## config.mk

```make
export PLATFORM = sky130hd
export DESIGN_NAME = wbq_commit
export DESIGN_NICKNAME = d
export VERILOG_FILES = /design/src/rtl/wbq_pkg.sv /design/src/rtl/wbq_fifo.sv /design/src/rtl/wbq_commit_ctl.sv /design/src/rtl/wbq_commit.sv
export SDC_FILE = /design/constraint.sdc
export NUM_CORES = 1
export LEC_CHECK = 0
export BUFFER_PORTS_ARGS = -buffer_cell sky130_fd_sc_hd__buf_2
export CORE_UTILIZATION = 55
export DETAILED_ROUTE_END_ITERATION = 6
export GPL_ROUTABILITY_DRIVEN = 0
export PLACE_DENSITY = 0.79
export SLEW_MARGIN = 0
export SYNTH_ARGS = -nofsm -noshare
export SYNTH_HDL_FRONTEND = slang
export SYNTH_HIERARCHICAL = 1
export SYNTH_SLANG_ARGS = --single-unit
```

## constraint.sdc

```tcl
create_clock -name clk -period 4.9 [get_ports clk]
set_clock_uncertainty 0.1 [all_clocks]
set_input_delay 0.98 -clock clk [delete_from_list [all_inputs] [get_ports clk]]
set_output_delay 0.98 -clock clk [all_outputs]
set_load 0.01 [all_outputs]
```

## src/rtl/wbq_pkg.sv

```systemverilog
package wbq_pkg;
  // Width of an index into a store of d slots (at least one bit).
  function automatic int unsigned idx_width(input int unsigned d);
    return (d > 1) ? $clog2(d) : 1;
  endfunction
  // Width of a counter that can hold 0..d.
  function automatic int unsigned cnt_width(input int unsigned d);
    return $clog2(d + 1);
  endfunction
endpackage

```

## src/rtl/wbq_fifo.sv

```systemverilog
module wbq_fifo #(
  parameter int unsigned WIDTH = 8,
  parameter int unsigned DEPTH = 4
) (
  input  logic             clk,
  input  logic             rst_n,
  input  logic             push,
  input  logic             pop,
  input  logic [WIDTH-1:0] wdata,
  output logic             full,
  output logic             empty,
  output logic [WIDTH-1:0] rdata
);
  localparam int unsigned PTR_W = wbq_pkg::idx_width(DEPTH);
  localparam int unsigned CNT_W = wbq_pkg::cnt_width(DEPTH);
  localparam logic [PTR_W-1:0] LAST = PTR_W'(DEPTH - 1);

  logic [WIDTH-1:0] slot [DEPTH];
  logic [PTR_W-1:0] wr_ptr, rd_ptr;
  logic [CNT_W-1:0] count;

  assign full  = (count == CNT_W'(DEPTH));
  assign empty = (count == '0);
  assign rdata = slot[rd_ptr];

  always_ff @(posedge clk) begin
    if (push) slot[wr_ptr] <= wdata;
  end

  always_ff @(posedge clk) begin
    if (!rst_n) begin
      wr_ptr <= '0;
      rd_ptr <= '0;
      count  <= '0;
    end else begin
      if (push) wr_ptr <= (wr_ptr == LAST) ? '0 : wr_ptr + 1'b1;
      if (pop)  rd_ptr <= (rd_ptr == LAST) ? '0 : rd_ptr + 1'b1;
      case ({push, pop})
        2'b10:   count <= count + 1'b1;
        2'b01:   count <= count - 1'b1;
        default: count <= count;
      endcase
    end
  end
endmodule

```

## src/rtl/wbq_commit_ctl.sv

```systemverilog
module wbq_commit_ctl (
  input  logic clk,
  input  logic rst_n,
  input  logic head_valid,
  input  logic head_gwr,
  input  logic head_swr,
  input  logic gw_ready,
  input  logic sw_ready,
  input  logic release_now,
  output logic gw_valid,
  output logic sw_valid,
  output logic release_ok
);
  logic g_done, s_done;

  assign gw_valid   = head_valid & head_gwr & ~g_done;
  assign sw_valid   = head_valid & head_swr & ~s_done;
  assign release_ok = head_valid & (~head_gwr | g_done) & (~head_swr | s_done);

  always_ff @(posedge clk) begin
    if (!rst_n || release_now) begin
      g_done <= 1'b0;
      s_done <= 1'b0;
    end else begin
      if (gw_valid && gw_ready) g_done <= 1'b1;
      if (sw_valid && sw_ready) s_done <= 1'b1;
    end
  end
endmodule

```

## src/rtl/wbq_commit.sv

```systemverilog
module wbq_commit #(
  parameter int unsigned DEPTH   = 4,
  parameter int unsigned CTX_W   = 2,
  parameter int unsigned FE_W    = 2,
  parameter int unsigned ENG_W   = 2,
  parameter int unsigned PKT_W   = 4,
  parameter int unsigned GREG_W  = 5,
  parameter int unsigned GDATA_W = 32,
  parameter int unsigned SREG_W  = 3,
  parameter int unsigned SDATA_W = 8,
  parameter int unsigned EXC_W   = 4,
  parameter int unsigned ADDR_W  = 32
) (
  input  logic               clk,
  input  logic               rst_n,
  input  logic               in_valid,
  output logic               in_ready,
  input  logic [CTX_W-1:0]   in_ctx,
  input  logic [FE_W-1:0]    in_fe,
  input  logic [ENG_W-1:0]   in_eng,
  input  logic [PKT_W-1:0]   in_pkt,
  input  logic               in_gwr,
  input  logic [GREG_W-1:0]  in_greg,
  input  logic [GDATA_W-1:0] in_gdata,
  input  logic               in_swr,
  input  logic [SREG_W-1:0]  in_sreg,
  input  logic [SDATA_W-1:0] in_sdata,
  input  logic [EXC_W-1:0]   in_exc,
  input  logic               in_noseq,
  input  logic [ADDR_W-1:0]  in_addr,
  output logic               gw_valid,
  input  logic               gw_ready,
  output logic [ENG_W-1:0]   gw_eng,
  output logic [GREG_W-1:0]  gw_reg,
  output logic [GDATA_W-1:0] gw_data,
  output logic               sw_valid,
  input  logic               sw_ready,
  output logic [ENG_W-1:0]   sw_eng,
  output logic [SREG_W-1:0]  sw_reg,
  output logic [SDATA_W-1:0] sw_data,
  output logic [ENG_W-1:0]   byp_eng,
  output logic               byp_g_valid,
  output logic [GREG_W-1:0]  byp_g_reg,
  output logic [GDATA_W-1:0] byp_g_data,
  output logic               byp_s_valid,
  output logic [SREG_W-1:0]  byp_s_reg,
  output logic [SDATA_W-1:0] byp_s_data,
  output logic               out_valid,
  input  logic               out_ready,
  output logic [CTX_W-1:0]   out_ctx,
  output logic [FE_W-1:0]    out_fe,
  output logic [ENG_W-1:0]   out_eng,
  output logic [PKT_W-1:0]   out_pkt,
  output logic [SDATA_W-1:0] out_flags,
  output logic [GDATA_W-1:0] out_data,
  output logic [EXC_W-1:0]   out_exc,
  output logic               out_noseq,
  output logic [ADDR_W-1:0]  out_addr
);
  localparam int unsigned ENT_W = CTX_W + FE_W + ENG_W + PKT_W + 1 + GREG_W + GDATA_W
                                + 1 + SREG_W + SDATA_W + EXC_W + 1 + ADDR_W;

  logic             push, pop, full, empty;
  logic [ENT_W-1:0] wr_ent, hd_ent;
  logic             release_ok;

  // Head entry fields
  logic [CTX_W-1:0]   h_ctx;
  logic [FE_W-1:0]    h_fe;
  logic [ENG_W-1:0]   h_eng;
  logic [PKT_W-1:0]   h_pkt;
  logic               h_gwr, h_swr, h_noseq;
  logic [GREG_W-1:0]  h_greg;
  logic [GDATA_W-1:0] h_gdata;
  logic [SREG_W-1:0]  h_sreg;
  logic [SDATA_W-1:0] h_sdata;
  logic [EXC_W-1:0]   h_exc;
  logic [ADDR_W-1:0]  h_addr;

  assign wr_ent = {in_ctx, in_fe, in_eng, in_pkt, in_gwr, in_greg, in_gdata,
                   in_swr, in_sreg, in_sdata, in_exc, in_noseq, in_addr};
  assign {h_ctx, h_fe, h_eng, h_pkt, h_gwr, h_greg, h_gdata,
          h_swr, h_sreg, h_sdata, h_exc, h_noseq, h_addr} = hd_ent;

  assign in_ready = ~full;
  assign push     = in_valid & ~full;
  assign out_valid = release_ok;
  assign pop      = release_ok & out_ready;

  wbq_fifo #(.WIDTH(ENT_W), .DEPTH(DEPTH)) u_store (
    .clk   (clk),
    .rst_n (rst_n),
    .push  (push),
    .pop   (pop),
    .wdata (wr_ent),
    .full  (full),
    .empty (empty),
    .rdata (hd_ent)
  );

  wbq_commit_ctl u_ctl (
    .clk         (clk),
    .rst_n       (rst_n),
    .head_valid  (~empty),
    .head_gwr    (h_gwr),
    .head_swr    (h_swr),
    .gw_ready    (gw_ready),
    .sw_ready    (sw_ready),
    .release_now (pop),
    .gw_valid    (gw_valid),
    .sw_valid    (sw_valid),
    .release_ok  (release_ok)
  );

  // Register-file write ports
  assign gw_eng  = h_eng;
  assign gw_reg  = h_greg;
  assign gw_data = h_gdata;
  assign sw_eng  = h_eng;
  assign sw_reg  = h_sreg;
  assign sw_data = h_sdata;

  // Bypass broadcast follows the write ports cycle for cycle
  assign byp_eng     = h_eng;
  assign byp_g_valid = gw_valid;
  assign byp_g_reg   = h_greg;
  assign byp_g_data  = h_gdata;
  assign byp_s_valid = sw_valid;
  assign byp_s_reg   = h_sreg;
  assign byp_s_data  = h_sdata;

  // Completion record
  assign out_ctx   = h_ctx;
  assign out_fe    = h_fe;
  assign out_eng   = h_eng;
  assign out_pkt   = h_pkt;
  assign out_flags = h_sdata;
  assign out_data  = h_gdata;
  assign out_exc   = h_exc;
  assign out_noseq = h_noseq;
  assign out_addr  = h_addr;
endmodule

```

==> results of run 1 <==
## cell type report
cell class | instances | area, um2 | area share, %
flip-flops and latches | 399 | 11900 | 67.2
multi-input cells | 141 | 2520 | 14.3
repair buffers | 305 | 1610 | 9.10
clock buffers | 52 | 1070 | 6.03
well taps | 372 | 465 | 2.63
clock inverters | 13 | 109 | 0.615
inverters | 9 | 33.8 | 0.191
diodes | 2 | 5.00 | 0.0283
## worst register-to-register path: stages, from the launching register on
cell	delay [ps]
dfxtp_4	720
mux4_2	600
nand2b_1	100
and3_1	160
and2_1	220
ha_1	210
inv_1	60
fa_1	370
xor2_1	160
or3_1	300
a21boi_0	160
## path summary, 6_finish.rpt
path | slack [ps] | startpoint | cells past startpoint | endpoint
worst max-delay path | 1220 | flip-flop | 3 | byp_g_data[5]
worst min register to register | 370 | u_ctl/s_done | 2 | u_ctl/s_done
worst min-delay path | 370 | u_ctl/s_done | 2 | u_ctl/s_done
worst max register to register | 1660 | flip-flop | 10 | u_store/count[2]
## flip-flops by register name (all words and copies together), names as in the netlist, named ones only
name and cells:
u_ctl/g_done 1, u_ctl/s_done 1, u_store/count 3, u_store/rd_ptr 2, u_store/slot 388, u_store/wr_ptr 2
## through the flow
step	power [mW]	utilization, %
after floorplan	4.64	-
after global placement	4.84	60.9
after detailed placement	4.87	60.9
after CTS	7.63	65.3
after global routing	7.80	65.3
final	7.54	65.3
## routing by layer
layer | track usage, % | up-vias
met1 | 24.0 | 3598
li1 | - | 3081
met3 | 5.54 | 45
met4 | 5.06 | 8
met5 | 0 | -
met2 | 31.6 | 256
## where the power goes
| group | total [mW] | switching [mW] | internal, mW | leakage, nW |
|---|---|---|---|---|
| logic | 0.800 | 0.447 | 0.353 | 1.89 |
| clock network | 2.76 | 1.14 | 1.63 | 0.578 |
| registers | 3.98 | 0.0517 | 3.93 | 3.65 |
| total | 7.54 | 1.64 | 5.91 | 6.12 |
## layout by cell type, fill, tap and decap left out, types with 2 or more instances in the layout
cell type / instances
edfxtp_1: 388
buf_2: 297
mux4_2: 97
clkbuf_16: 41
clkbuf_1: 11
inv_1: 9
dfxtp_1: 9
clkinv_2: 6
ha_1: 6
nor2b_1: 5
clkinv_1: 5
buf_12: 5
nor2_1: 4
and2_4: 4
and2_1: 3
nand2b_1: 3
buf_4: 3
diode_2: 2
bufinv_16: 2
and3_1: 2
a31oi_1: 2
nor3b_1: 2
o21ai_0: 2
mux2i_1: 2
dfxtp_4: 2
## logic make-up after synthesis
family,count (synthesis)
multiplexers,99
XOR/XNOR,2
AND/OR/NAND/NOR,26
flip-flops,399
buffers and inverters,127
adder cells (fa/ha/maj),7
AO/OA/AOI/OAI,7
==> flow_summary.toml, run 1 <==
[pwr]
p_per_area_nw_per_um2 = 426
ir_worst_vdd_v = 0.000332
p_leak_nw = 6.12

[floorplanning]
coreArea_um2 = 27100
rows = 60
fp.dieW_um = 169
ioPinCount = 298
dieArea_um2 = 28500
die_h_um = 169
start_util_pct = 56.4

[sta]
rsz0062_at_grt = "false"
drv_slew = 0
fmax_mhz = 272
layout_setup_ws_ps = 1220
hold_viol_final = 0
layout_min_cycle_time_ps = 3680
tightest_slew_ps = 705
max_slew_margin_pct = 53.0
period_share_pct = 75.2
fin_tns_setup_ps = 0
hold_slack_ps = 375
finalSetupViolations = 0

[synthesis]
yosys.area_share.xor_xnor_pct = 0.115
syn-num-nets = 777
synth_commonest_cells = "edfxtp_1, mux4_2, buf_4, buf_2, dfxtp_1"
syn_area_per_cell_um2 = 22.9
async_flop_share_pct = 0
synth_edf_count = 388
synthCells = 667
synth_fa_ha_area_share_pct = 0.622
ys_ff_latch = 399
synth_top_area_share_pct = 76.2
synthMuxAreaShare_pct = 14.4
synth_most_common_cell = "edfxtp_1"
synth_seq_area_share_pct = 77.7
synth_compound_area_share_pct = 0.278
yosys-top-cells-area = "edfxtp_1, mux4_2, buf_4"
synth_ff_type = "edfxtp_1"
synth_cell_types = 28
synth-simple-area-share_pct = 0.990
synth_top_area_cell = "edfxtp_1"
syn-cell-area_um2 = 15300
yosysWarnings = 6
synth_top_family_by_area = "multiplexers"

[worst_setup_path]
path_delay_family = "flip-flops"
critPathKind = "reg -> out"
crit_chain = "buf_4 > mux4_2 > buf_2"
critPathBufInv = 2
cp_slowest_cell = "dfxtp_4"
worstPathRequired_ps = 3820
critPathLaunchType = "flip-flop"
end_kind = "primary output"
cpPeakStageDelay_ps = 720
arrival_ps = 2600
path_max_fanout = 28

[status]
status = "complete, no violations"

[routing]
postRouteAntennaNets = 0
routed_via_density = 5.40
route.detailed.drc = 0
routedWlPerCell_um = 20.7
routed-wl-met2_um = 13400
highest_layer = "met5"
drt-total-wl_um = 26800
drt-pass1-iter-count = 4
drt_iter0_drc = 456
vias = 6988
wl_met3_um = 2000
met1_length_um = 10800

[clock_network]
cts_root_buffer = "clkbuf_16"
clk_latency_ps = 510
htreeDepth = 2
postCtsSetupBuffers = 0
cts_sinks = 399
cts-resized-gates = 0
ctsHoldBuffers = 0
clk_pin_slew_ps = 60
cts_tree = "done"
ctsLongestPathBuffers = 3
cts_buffers = 40

[global_routing]
grt_max_degree = 64
gr-total-overflow = 0
grt_pass1_wl_um = 40100
antenna_found_initial = 8
grt_pass1_vias = 7116
grt_usage_pct = 18.8

[final_layout]
syn_to_final_growth_pct = 15.7
layout.cells.non_filler = 1293
fin_area_um2 = 17700
drive_gt1_share_pct = 49.7
nets = 1006
fillers = 1758

[placement]
pre_cts_slack_ps = 1600
placed_cell_area_um2 = 16500
io_buffers = 297
hpwl_um = 16200
dp_cells = 1226

[job]
cap_viol_max_count = 0

[worst_hold_path]
hold_path.class = "reg -> reg"
No activity file was read; power rests on OpenSTA's default activity.
==> inputs of run 2 (changes only) <==
==> constraint.sdc (replaced) <==
create_clock -name clk -period 3.83 [get_ports clk]
set_clock_uncertainty 0.1 [all_clocks]
set_input_delay 0.766 -clock clk [delete_from_list [all_inputs] [get_ports clk]]
set_output_delay 0.766 -clock clk [all_outputs]
set_load 0.01 [all_outputs]
==> flow_summary.toml, run 2 (same netlist as run 1, synthesis figures left out) <==
[status]
status = "complete, no violations"

[routing]
routed_via_density = 5.37
drt-total-wl_um = 26700
vias = 7012
routedWlPerCell_um = 20.4
postRouteAntennaNets = 0
drt_iter0_drc = 551
route.detailed.drc = 0
drt-pass1-iter-count = 4

[global_routing]
grt_pass1_vias = 7254
gr-total-overflow = 0
grt_usage_pct = 19.0
grt_pass1_wl_um = 40400
grt_max_degree = 55
antenna_found_initial = 6

[clock_network]
clk_pin_slew_ps = 60
cts_root_buffer = "clkbuf_16"
clk_latency_ps = 510
htreeDepth = 2
cts_sinks = 399
ctsHoldBuffers = 0
cts_tree = "done"
cts_buffers = 40
cts-resized-gates = 0
ctsLongestPathBuffers = 3
postCtsSetupBuffers = 0

[sta]
period_share_pct = 87.7
hold_viol_final = 0
drv_slew = 0
rsz0062_at_grt = "false"
tightest_slew_ps = 1000
finalSetupViolations = 0
fin_tns_setup_ps = 0
layout_min_cycle_time_ps = 3360
fmax_mhz = 298
max_slew_margin_pct = 33.1

[final_layout]
top_register = "u_store/slot"
nets = 1011
drive_gt1_share_pct = 50.2
layout_commonest_cell = "edfxtp_1"
final_cell_mix = "edfxtp_1, buf_2, mux4_2"
syn_to_final_growth_pct = 16.3
fin_util_pct = 65.6
largest_reg_flops = 388
reg_top3 = "u_store/slot x388, u_store/count x3"
layout.cells.non_filler = 1306

[floorplanning]
fp.dieW_um = 169
dieArea_um2 = 28500
start_util_pct = 56.4
ioPinCount = 298
coreArea_um2 = 27100
rows = 60
die_h_um = 169

[pwr]
p_leak_nw = 6.18
ir_worst_vdd_v = 0.000436
finalPower_mw = 9.78
p_per_area_nw_per_um2 = 550

[worst_setup_path]
worstPathRequired_ps = 2960
end_kind = "primary output"
crit_chain = "buf_4 > mux4_2 > buf_2"
critPathKind = "reg -> out"
arrival_ps = 2490
path_max_fanout = 49
cp_slowest_cell = "buf_4"
critPathLaunchType = "flip-flop"
cpPeakStageDelay_ps = 760

[worst_hold_path]
hold_path.class = "in -> reg"

[placement]
dp_cells = 1231
io_buffers = 297
hpwl_um = 16400

[job]
cap_viol_max_count = 0
## run 2: changes by cell type in the layout (fill, tap and decap cells not counted), sizes merged
| cell | change |
|---|---|
| buf | +5 |
| clkbuf | +4 |
| diode | +2 |
| inv | +1 |
| clkinv | +1 |
## run 2: metrics by stage
| stage | worst slack [ps] | instance area (um2) | hold slack [ps] |
|---|---|---|---|
| after floorplan | 730 | 15300 | 328 |
| after global placement | 944 | 16500 | 342 |
| after detailed placement | 923 | 16500 | 364 |
| after CTS | 381 | 17800 | 343 |
| after global routing | 288 | 17800 | 345 |
| final | 470 | 17800 | 367 |
## run 2: power breakdown
group / internal (mW) / total [mW] / leakage [nW] / switching, mW
combinational: 0.454 / 1.04 / 1.92 / 0.588
clock: 2.16 / 3.66 / 0.609 / 1.50
sequential: 5.02 / 5.08 / 3.65 / 0.0509
total: 7.64 / 9.78 / 6.18 / 2.14
## run 2: final timing paths
check                           start             endpoint  slack [ps]  cells after the start
setup / recovery            flip-flop         out_flags[0]         470                      3
hold / removal            in_gdata[7]  u_store/slot[1][56]         370                      1
setup reg to reg  u_store/slot[3][86]     u_store/count[2]         900                     10
hold reg to reg          u_ctl/s_done         u_ctl/s_done         370                      2
## run 2: routing by layer
layer	track usage (%)	up-vias	share of wire, %
li1	-	3096	-
met1	24.5	3608	40
met2	31.5	267	50
met3	6.20	37	8.2
met4	4.47	4	1.3
met5	0	-	0.10
## run 2: final cells by class
cell class	count	area [um2]
fill	1763	9320
antenna	4	10.0
clock inverter	15	126
clock buffer	56	1110
tap	372	465
multi-input combinational	141	2520
sequential	399	11900
timing repair buffer	310	1630
inverter	9	33.8
## run 2: critical path, delay by kind of cell, from the launching register on
| kind | cells | cell delay (ps) |
|---|---|---|
| multiplexers | 1 | 640 |
| buffers and inverters | 2 | 920 |
| flip-flops | 1 | 370 |
